$ cat src/rtl/hdcpkm_pkg.sv
package hdcpkm_pkg;

  typedef enum logic [1:0] {
    SQ_IDLE  = 2'd0,
    SQ_ISSUE = 2'd1,
    SQ_DRAIN = 2'd2
  } sq_state_e;

endpackage

$ cat src/rtl/hdcpkm_bksv_reg.sv
module hdcpkm_bksv_reg #(
  parameter int SEL_W  = 40,
  parameter int BYTE_W = 8
) (
  input  logic              clk,
  input  logic              rst,
  input  logic              load_en,
  input  logic [BYTE_W-1:0] byte_in,
  output logic [SEL_W-1:0]  sel,
  output logic              well_formed
);
  localparam int HALF = SEL_W / 2;
  localparam int CNT_W = $clog2(SEL_W + 1);

  logic [CNT_W-1:0] ones;

  always_ff @(posedge clk) begin
    if (rst) begin
      sel <= '0;
    end else if (load_en) begin
      sel <= {byte_in, sel[SEL_W-1:BYTE_W]};
    end
  end

  always_comb begin
    ones = '0;
    for (int i = 0; i < SEL_W; i++) begin
      ones = ones + CNT_W'(sel[i]);
    end
    well_formed = (ones == CNT_W'(HALF));
  end

endmodule

$ cat src/rtl/hdcpkm_seq.sv
module hdcpkm_seq
  import hdcpkm_pkg::*;
#(
  parameter int NKEYS  = 40,
  parameter int ADDR_W = 6
) (
  input  logic              clk,
  input  logic              rst,
  input  logic              start,
  input  logic              ksv_req,
  output logic              accept_key,
  output logic              accept_ksv,
  output logic              busy,
  output logic              rd_en,
  output logic [ADDR_W-1:0] rd_addr,
  output logic              pipe_vld,
  output logic [ADDR_W-1:0] pipe_idx
);
  localparam logic [ADDR_W-1:0] LAST_KEY = ADDR_W'(NKEYS - 1);
  localparam logic [ADDR_W-1:0] KSV_ADDR = ADDR_W'(NKEYS);

  sq_state_e         state;
  logic [ADDR_W-1:0] last_addr;

  assign busy       = (state != SQ_IDLE);
  assign accept_key = start && (state == SQ_IDLE);
  assign accept_ksv = ksv_req && !start && (state == SQ_IDLE);

  always_ff @(posedge clk) begin
    if (rst) begin
      state     <= SQ_IDLE;
      rd_en     <= 1'b0;
      rd_addr   <= '0;
      last_addr <= '0;
      pipe_vld  <= 1'b0;
      pipe_idx  <= '0;
    end else begin
      pipe_vld <= rd_en;
      pipe_idx <= rd_addr;
      case (state)
        SQ_IDLE: begin
          if (accept_key) begin
            rd_en     <= 1'b1;
            rd_addr   <= '0;
            last_addr <= LAST_KEY;
            state     <= SQ_ISSUE;
          end else if (accept_ksv) begin
            rd_en     <= 1'b1;
            rd_addr   <= KSV_ADDR;
            last_addr <= KSV_ADDR;
            state     <= SQ_ISSUE;
          end
        end
        SQ_ISSUE: begin
          if (rd_addr == last_addr) begin
            rd_en <= 1'b0;
            state <= SQ_DRAIN;
          end else begin
            rd_addr <= rd_addr + 1'b1;
          end
        end
        SQ_DRAIN: state <= SQ_IDLE;
        default:  state <= SQ_IDLE;
      endcase
    end
  end

endmodule

$ cat src/rtl/hdcpkm_acc.sv
module hdcpkm_acc #(
  parameter int KEY_W  = 56,
  parameter int NKEYS  = 40,
  parameter int ADDR_W = 6
) (
  input  logic              clk,
  input  logic              rst,
  input  logic              clear,
  input  logic              pipe_vld,
  input  logic [ADDR_W-1:0] pipe_idx,
  input  logic [KEY_W-1:0]  key_word,
  input  logic [NKEYS-1:0]  sel,
  input  logic              sel_ok,
  output logic [KEY_W-1:0]  sum,
  output logic              done,
  output logic              valid
);
  localparam logic [ADDR_W-1:0] LAST_KEY = ADDR_W'(NKEYS - 1);

  logic is_key;
  assign is_key = pipe_vld && (pipe_idx <= LAST_KEY);

  always_ff @(posedge clk) begin
    if (rst) begin
      sum   <= '0;
      done  <= 1'b0;
      valid <= 1'b0;
    end else if (clear) begin
      sum   <= '0;
      done  <= 1'b0;
      valid <= sel_ok;
    end else if (is_key) begin
      if (sel[pipe_idx]) begin
        sum <= sum + key_word;
      end
      if (pipe_idx == LAST_KEY) begin
        done <= 1'b1;
      end
    end
  end

endmodule

$ cat src/rtl/hdcpkm_ksv_out.sv
module hdcpkm_ksv_out #(
  parameter int SEL_W  = 40,
  parameter int BYTE_W = 8,
  parameter int ADDR_W = 6
) (
  input  logic              clk,
  input  logic              rst,
  input  logic              clear,
  input  logic              pipe_vld,
  input  logic [ADDR_W-1:0] pipe_idx,
  input  logic [SEL_W-1:0]  word,
  input  logic              pop,
  output logic [BYTE_W-1:0] byte_out,
  output logic              rdy
);
  localparam int NBYTES = SEL_W / BYTE_W;
  localparam int PTR_W  = $clog2(NBYTES);
  localparam logic [ADDR_W-1:0] KSV_ADDR = ADDR_W'(SEL_W);
  localparam logic [PTR_W-1:0]  LAST_PTR = PTR_W'(NBYTES - 1);

  logic [BYTE_W-1:0] held [NBYTES];
  logic [PTR_W-1:0]  ptr;
  logic [PTR_W-1:0]  nptr;
  logic              capture;

  assign capture = pipe_vld && (pipe_idx == KSV_ADDR);
  assign nptr    = (ptr == LAST_PTR) ? '0 : ptr + 1'b1;

  for (genvar g = 0; g < NBYTES; g++) begin : g_bytes
    always_ff @(posedge clk) begin
      if (rst) begin
        held[g] <= '0;
      end else if (capture) begin
        held[g] <= word[g*BYTE_W +: BYTE_W];
      end
    end
  end

  always_ff @(posedge clk) begin
    if (rst) begin
      ptr      <= '0;
      byte_out <= '0;
      rdy      <= 1'b0;
    end else if (capture) begin
      ptr      <= '0;
      byte_out <= word[BYTE_W-1:0];
      rdy      <= 1'b1;
    end else if (clear) begin
      rdy <= 1'b0;
    end else if (pop && rdy) begin
      ptr      <= nptr;
      byte_out <= held[nptr];
    end
  end

endmodule

$ cat src/rtl/hdcpkm_top.sv
module hdcpkm_top #(
  parameter int KEY_W  = 56,
  parameter int NKEYS  = 40,
  parameter int ADDR_W = 6,
  parameter int BYTE_W = 8
) (
  input  logic              clk,
  input  logic              rst,
  input  logic              start,
  input  logic              bksv_wr,
  input  logic [BYTE_W-1:0] bksv_byte,
  input  logic              ksv_req,
  input  logic              ksv_pop,
  output logic              key_rd_en,
  output logic [ADDR_W-1:0] key_addr,
  input  logic [KEY_W-1:0]  key_data,
  output logic [KEY_W-1:0]  km,
  output logic              done,
  output logic              bksv_ok,
  output logic [BYTE_W-1:0] ksv_byte,
  output logic              ksv_rdy
);
  localparam int SEL_W = NKEYS;

  logic              acc_go;
  logic              ksv_go;
  logic              seq_busy;
  logic              pipe_vld;
  logic [ADDR_W-1:0] pipe_idx;
  logic [SEL_W-1:0]  sel;
  logic              sel_ok;

  hdcpkm_bksv_reg #(.SEL_W(SEL_W), .BYTE_W(BYTE_W)) u_sel (
    .clk(clk), .rst(rst), .load_en(bksv_wr && !seq_busy), .byte_in(bksv_byte),
    .sel(sel), .well_formed(sel_ok)
  );

  hdcpkm_seq #(.NKEYS(NKEYS), .ADDR_W(ADDR_W)) u_seq (
    .clk(clk), .rst(rst), .start(start), .ksv_req(ksv_req),
    .accept_key(acc_go), .accept_ksv(ksv_go), .busy(seq_busy),
    .rd_en(key_rd_en), .rd_addr(key_addr), .pipe_vld(pipe_vld), .pipe_idx(pipe_idx)
  );

  hdcpkm_acc #(.KEY_W(KEY_W), .NKEYS(NKEYS), .ADDR_W(ADDR_W)) u_acc (
    .clk(clk), .rst(rst), .clear(acc_go), .pipe_vld(pipe_vld), .pipe_idx(pipe_idx),
    .key_word(key_data), .sel(sel), .sel_ok(sel_ok),
    .sum(km), .done(done), .valid(bksv_ok)
  );

  hdcpkm_ksv_out #(.SEL_W(SEL_W), .BYTE_W(BYTE_W), .ADDR_W(ADDR_W)) u_ksv (
    .clk(clk), .rst(rst), .clear(ksv_go), .pipe_vld(pipe_vld), .pipe_idx(pipe_idx),
    .word(key_data[SEL_W-1:0]), .pop(ksv_pop), .byte_out(ksv_byte), .rdy(ksv_rdy)
  );

endmodule

$ cat config.mk
export PLATFORM = sky130hd
export DESIGN_NAME = hdcpkm_top
export DESIGN_NICKNAME = d
export VERILOG_FILES = /design/src/rtl/hdcpkm_pkg.sv /design/src/rtl/hdcpkm_bksv_reg.sv /design/src/rtl/hdcpkm_seq.sv /design/src/rtl/hdcpkm_acc.sv /design/src/rtl/hdcpkm_ksv_out.sv /design/src/rtl/hdcpkm_top.sv
export SDC_FILE = /design/constraint.sdc
export NUM_CORES = 1
export LEC_CHECK = 0
export BUFFER_PORTS_ARGS = -buffer_cell sky130_fd_sc_hd__buf_4
export CORE_MARGIN = 2
export CORE_UTILIZATION = 50
export CTS_CLUSTER_DIAMETER = 50
export DETAILED_ROUTE_END_ITERATION = 8
export PLACE_DENSITY = 0.8
export SLEW_MARGIN = 20
export SYNTH_ARGS = -nofsm -noshare
export SYNTH_HDL_FRONTEND = slang
export SYNTH_HIERARCHICAL = 1
export SYNTH_SLANG_ARGS = --single-unit
$ cat constraint.sdc
create_clock -name clk -period 6.7 [get_ports clk]
set_clock_uncertainty 0.05 [all_clocks]
set_input_delay 0.67 -clock clk [delete_from_list [all_inputs] [get_ports clk]]
set_output_delay 0.67 -clock clk [all_outputs]
set_load 0.02 [all_outputs]
==> After elaboration in Yosys (flattened, before gate mapping) <==
Memories as Yosys holds them, arrays and structs flattened.
Index checks and enable logic that the tools add are counted.
{ "totals": {"n_memories": 1, "reg_bits": 132, "out_inout_bits": 74, "latch_bits": 0, "elab_cells": 130, "in_bits": 70, "ram_bits": 40, "rom_bits": 0} }
{ "classes": {"reduce_logical": 25, "n_bitwise": 6, "n_eq_ne": 10, "addsub": 42, "shift": 0, "mux": 31, "n_div": 0, "mul": 0, "n_lt_le_gt_ge": 2} }
{ "memory_table": {"columns": ["name", "depth", "word_bits", "read_ports", "rd_ports_with_merged_regs", "wr", "line", "rtl"], "rows": [
  ["u_ksv.held", 5, 8, 1, 0, 5, "hdcpkm_ksv_out.sv:21", "logic [BYTE_W-1:0] held [NBYTES];"]
]} }
{ "ops": {"columns": ["cell", "count"], "rows": [
  ["6-bit by 1-bit adder with 6-bit output", 38],
  ["8-bit two-way mux", 8],
  ["56-bit adder", 1],
  ["6-bit two-way mux", 4],
  ["6-bit == test (second input constant)", 2],
  ["6-bit case mux with 2 select lines", 1],
  ["2-bit AND reduction", 6],
  ["1-bit two-way mux", 11],
  ["2-bit nonzero test", 5],
  ["1-bit logical AND", 7],
  ["6-bit by 7-bit less-than comparator with 1-bit output (second input constant)", 1],
  ["6-bit by 1-bit adder with 6-bit output (second input constant)", 1],
  ["1-bit binary-select mux with 6-bit select", 1],
  ["6-bit by 5-bit == test with 1-bit output (second input constant)", 1],
  ["6-bit == test", 1],
  ["6-bit <= comparator (second input constant)", 1],
  ["2-bit two-way mux", 3],
  ["3-bit AND reduction", 2],
  ["1-bit OR", 5],
  ["2-bit by 1-bit != test with 1-bit output (second input constant)", 2],
  ["2-bit case mux with 2 select lines", 1],
  ["2-bit OR reduction", 2],
  ["3-bit by 1-bit adder with 3-bit output (second input constant)", 1],
  ["3-bit == test (second input constant)", 1],
  ["other kinds (9)", 10]
]} }

==> Longest topological paths before layout <==
{ "logic_depth": {"word_depth": 40, "depth_mapped": 20, "depth_no_buf": 20} }

==> Modules after synthesis <==
Netlist, hierarchy kept.
{ "by_module_without_submodules": {"columns": ["module", "instances", "area_each_um2", "seq_area_each_um2", "cells_per_inst"], "rows": [
  ["hdcpkm_acc", 1, 5530.3, 1161.1, 682],
  ["hdcpkm_ksv_out", 1, 2448.6, 1441.4, 180],
  ["hdcpkm_bksv_reg", 1, 2421.1, 800.8, 235],
  ["hdcpkm_seq", 1, 823.3, 380.4, 87],
  ["hdcpkm_top", 1, 13.8, 0.0, 1]
]} }

==> Worst setup path before layout <==
OpenSTA, ideal clock, no wires.
{ "synth_path": {"path_type": "register -> register", "startpoint": "register u_sel.sel[29]", "endpoint": "register u_acc.valid", "setup_time_ps": 64, "arrival_time_ps": 5271, "n_path_buf": 0, "path_stages_with_launch": 21, "path_slack_ps": 1314, "t_required_ps": 6586, "synth_period_minus_slack_ps": 5386, "path_cell_list": "dfxtp_1 -> fa_1 -> inv_1 -> fa_1 -> inv_1 -> fa_1 -> inv_1 -> fa_1 -> inv_1 -> fa_1 -> inv_1 -> fa_1 -> fa_1 -> inv_1 -> ha_1 -> fa_1 -> nor3_1 -> nand2_1 -> a2111oi_2 -> mux2i_1 -> nor2_1"} }
{ "synth_via": {"elab_chain_len": 12} }
{ "synth_rtl": {"columns": ["element", "line", "rtl"], "rows": [
  ["from (decl)", "hdcpkm_bksv_reg.sv:9", "output logic [SEL_W-1:0] sel,"],
  ["from (signal assigned)", "hdcpkm_bksv_reg.sv:21", "sel <= {byte_in, sel[SEL_W-1:BYTE_W]};"],
  ["6-bit by 1-bit adder with 6-bit output (11 in series)", "hdcpkm_bksv_reg.sv:28", "ones = ones + CNT_W'(sel[i]);"],
  ["6-bit by 5-bit == test with 1-bit output", "hdcpkm_bksv_reg.sv:30", "well_formed = (ones == CNT_W'(HALF));"],
  ["named net sel_ok", "hdcpkm_top.sv:31", "logic sel_ok;"],
  ["to (signal assigned)", "hdcpkm_acc.sv:31", "valid <= sel_ok;"],
  ["to (decl)", "hdcpkm_acc.sv:16", "output logic valid"]
]} }
The timed path passes the listed nets, and every way through them passes these cells.
A chain may end at the register's enable or synchronous reset.

==> Final worst setup path <==
Same ends and word-level chain as after synthesis.

==> impl_results.md <==
- PD cells: 205 mW/mm^2
- First drt pass iteration count: 5
- Final setup fails: 0
- Die Ht: 154 um
- Post-synthesis sequential element count: 169
- Synth unique cells: 91
- Crit path time final: 5700 ps
- Most numerous cell on the critical path: fa_1
- Vias: 9172
- Top cells by area, synth: dfxtp_1 23%, edfxtp_1 11%, ha_1 7.7%, mux2i_1 7.5%, fa_1 5.7%
- Slew HR: 32.0%
- Reg2Reg Depth: 20
- Slowest cell delay on critical path: 540 ps
- Crit Path Max Fanout: 4
- PortBufs: 143
- Post-layout util: 59.3%
- Seq/Total Area, Yosys: 33.7%
- H-tree depth: 4
- Slowest-stage cell, CP: fa_1
- First DRT Iteration DRCs: 592
- TritonCTS clock tree: done
- Maximum VDD drop: 161 uV
- Netlist Area Pre-Place: 0.0112 mm^2
- Post-synth top cells: 134 x nor2_1, 129 x dfxtp_1, 84 x mux2i_1
- Sink Count: 169
- Die footprint: 0.0237 mm^2
- Post-synth top area share: 23.0%
- Post-synth EDFFs: 40
- Core Box Area: 0.0220 mm^2
- Area Overhead vs Synth: 15.8%
- CP cell instances: fa_1 -> inv_1 -> fa_1 -> inv_1 -> fa_1 -> inv_1 -> fa_1 -> inv_1 -> fa_1 -> inv_1 -> fa_1 -> fa_1 -> inv_1 -> ha_1 -> fa_1 -> nor3_1 -> nand2_1 -> a2111oi_2 -> mux2i_1 -> nor2_1
- Reg2reg end: u_acc/valid
- Rows: 54
- Vias in the first global route: 9100
- CP startpoint kind: register
- Pre-CTS setup slack: 1050 ps
- Largest net degree at the start of global routing: 76
- Worst Setup SP: u_sel/sel[29]
- Total Nets Final: 1457
- Main synth FF type: dfxtp_1
- Max Buffers Root-to-Sink: 2
- Tcrit/Tclk final: 85.1%
- Leak Pwr: 5.46 nW
- Post-CTS sizing: 0
- All-layer global routing usage: 24.7%
- Post-Syn Instances: 1185
- Setup bufs post-CTS: 0
- Final hold vios: 0
- Status: complete, no violations
- Initial Util: 51.2%
- Crit path capture: u_acc/valid
- Clk slew on worst S/H paths: 70 ps
- WL/cell: 18.2 um
- Fmax achieved: 175 MHz
- N_diodes: 0
- First-pass GRT wire length: 46400 um
- Setup TNS: 0 ps
- Clk_lat worst skew: 430 ps
- GP Congestion: 0.906
- Worst EP arrival: 6010 ps
- Final worst slack: 997 ps
- Final wirelength: 28800 um
- DIE WIDTH: 154 um
- Post-DP HPWL: 21500 um
- TritonCTS buffer count: 17
- Slew Viols, Final: 0
- Antenna-violating nets left: 0
- Tot Pwr: 0.00267 W
- Internal reg-to-reg setup slack: 1000 ps
- RSZ-0062 raised after global routing: false
- DRC Markers: 0
- Post-Place Cells: 1547
- Layout cell share with drive strength beyond 1: 17.5%
- GRT overflow: 0
- Vias per cell: 5.81
- Post-synth top area cell: dfxtp_1
- Hold-fix buffers, CTS: 0
- I/O pin total: 144
- Hold Path Class: primary input to register
- Worst-margin pin slew: 1020 ps
- CP Capture Type: register
- Count leader, synth: nor2_1
- Root buf cell: clkbuf_16
- Yosys warning count: 6
- Syn nets: 1356
- Final Instance Count excl. Fillers: 1579
- Asr flop ratio synth: 0%
- Syn Area/Cell: 9.48 um^2
- Critical path class: register to register
- Initial antenna violation count: 0
- FF-to-FF Start: u_sel/sel[29]
- Max Cap Viol: 0
- Worst endpoint required time: 7010 ps
==> layer usage <==
layer / wire length, um / GRT usage [%] / vias to the layer above
li1: - / - / 4431
met1: 12300 / 31.4 / 4366
met5: 0 / 0 / -
met3: 1820 / 5.58 / 54
met4: 757 / 8.68 / 0
met2: 13900 / 41.4 / 321
==> area by class of cell <==
cell class / instances / area (um^2)
multi-input cells: 877 / 6880
clock buffers: 17 / 425
well taps: 280 / 350
flip-flops and latches: 169 / 3780
clock inverters: 15 / 198
inverters: 76 / 285
fillers: 1828 / 8950
repair buffers: 145 / 1090
==> worst max-delay path: cells and delay by family (launching register included) <==
| family | cells | cell delay (ps) |
|---|---|---|
| simple gates | 3 | 370 |
| mux | 1 | 120 |
| flops | 1 | 360 |
| compound gates | 1 | 330 |
| buf+inv | 6 | 310 |
| fa+ha+maj | 9 | 4080 |
==> report_power, final <==
part / internal (W) / leakage, nW / switching, W / total (W)
sequential: 0.00108 / 1.46 / 0.0000449 / 0.00112
clock: 0.000625 / 0.303 / 0.000423 / 0.00105
combinational: 0.000206 / 3.71 / 0.000290 / 0.000496
==> worst min path at each step <==
stage          slack, ps       endpoint           from  depth (start not counted)
2_1_floorplan        400   u_ksv/ptr[1]   u_ksv/ptr[1]                          2
3_3_place_gp         420   u_ksv/ptr[1]   u_ksv/ptr[1]                          2
3_5_place_dp         430  u_acc/sum[52]  u_acc/sum[52]                          2
4_1_cts              430  u_sel/sel[38]   bksv_byte[6]                          3
5_1_grt              440  u_sel/sel[38]   bksv_byte[6]                          3
6_report             440  u_sel/sel[38]   bksv_byte[6]                          3
==> registers in the layout, indices dropped and copies added (netlist names), 3 cells and up <==
register	count
u_ksv/byte_out	8
u_acc/sum	56
u_seq/last_addr	3
u_seq/pipe_idx	6
u_seq/rd_addr	6
u_sel/sel	40
u_ksv/ptr	3
u_ksv/held	40
==> per-stage QoR <==
stage	hold slack, ps	area, um^2
floorplan	403	11200
global placement	415	12400
detailed placement	426	12400
CTS	433	13000
global route	438	13000
finish	441	13000
==> placed cells by master, fill, tap and decap left out, drive strengths merged, types with 22 or more instances in the layout <==
cell / n
buf: 145
nor2: 136
dfxtp: 129
mux2i: 84
inv: 78
nand2: 74
a21oi: 72
ha: 69
and2: 44
edfxtp: 40
o21ai: 37
fa: 32
a21o: 29
xnor2: 29
xor2: 22
nand3: 22
==> cells by family after synthesis <==
kind of cell / share of synthesized area, %
muxes: 11.8
adders and majority gates: 13.4
AOI/OAI and AO/OA: 15.8
and+or+nand+nor: 16.0
buffers and inverters: 5.31
DFF: 33.7
xor gates and xnor gates: 3.97
Note: power is estimated with default switching activity, not from simulation.
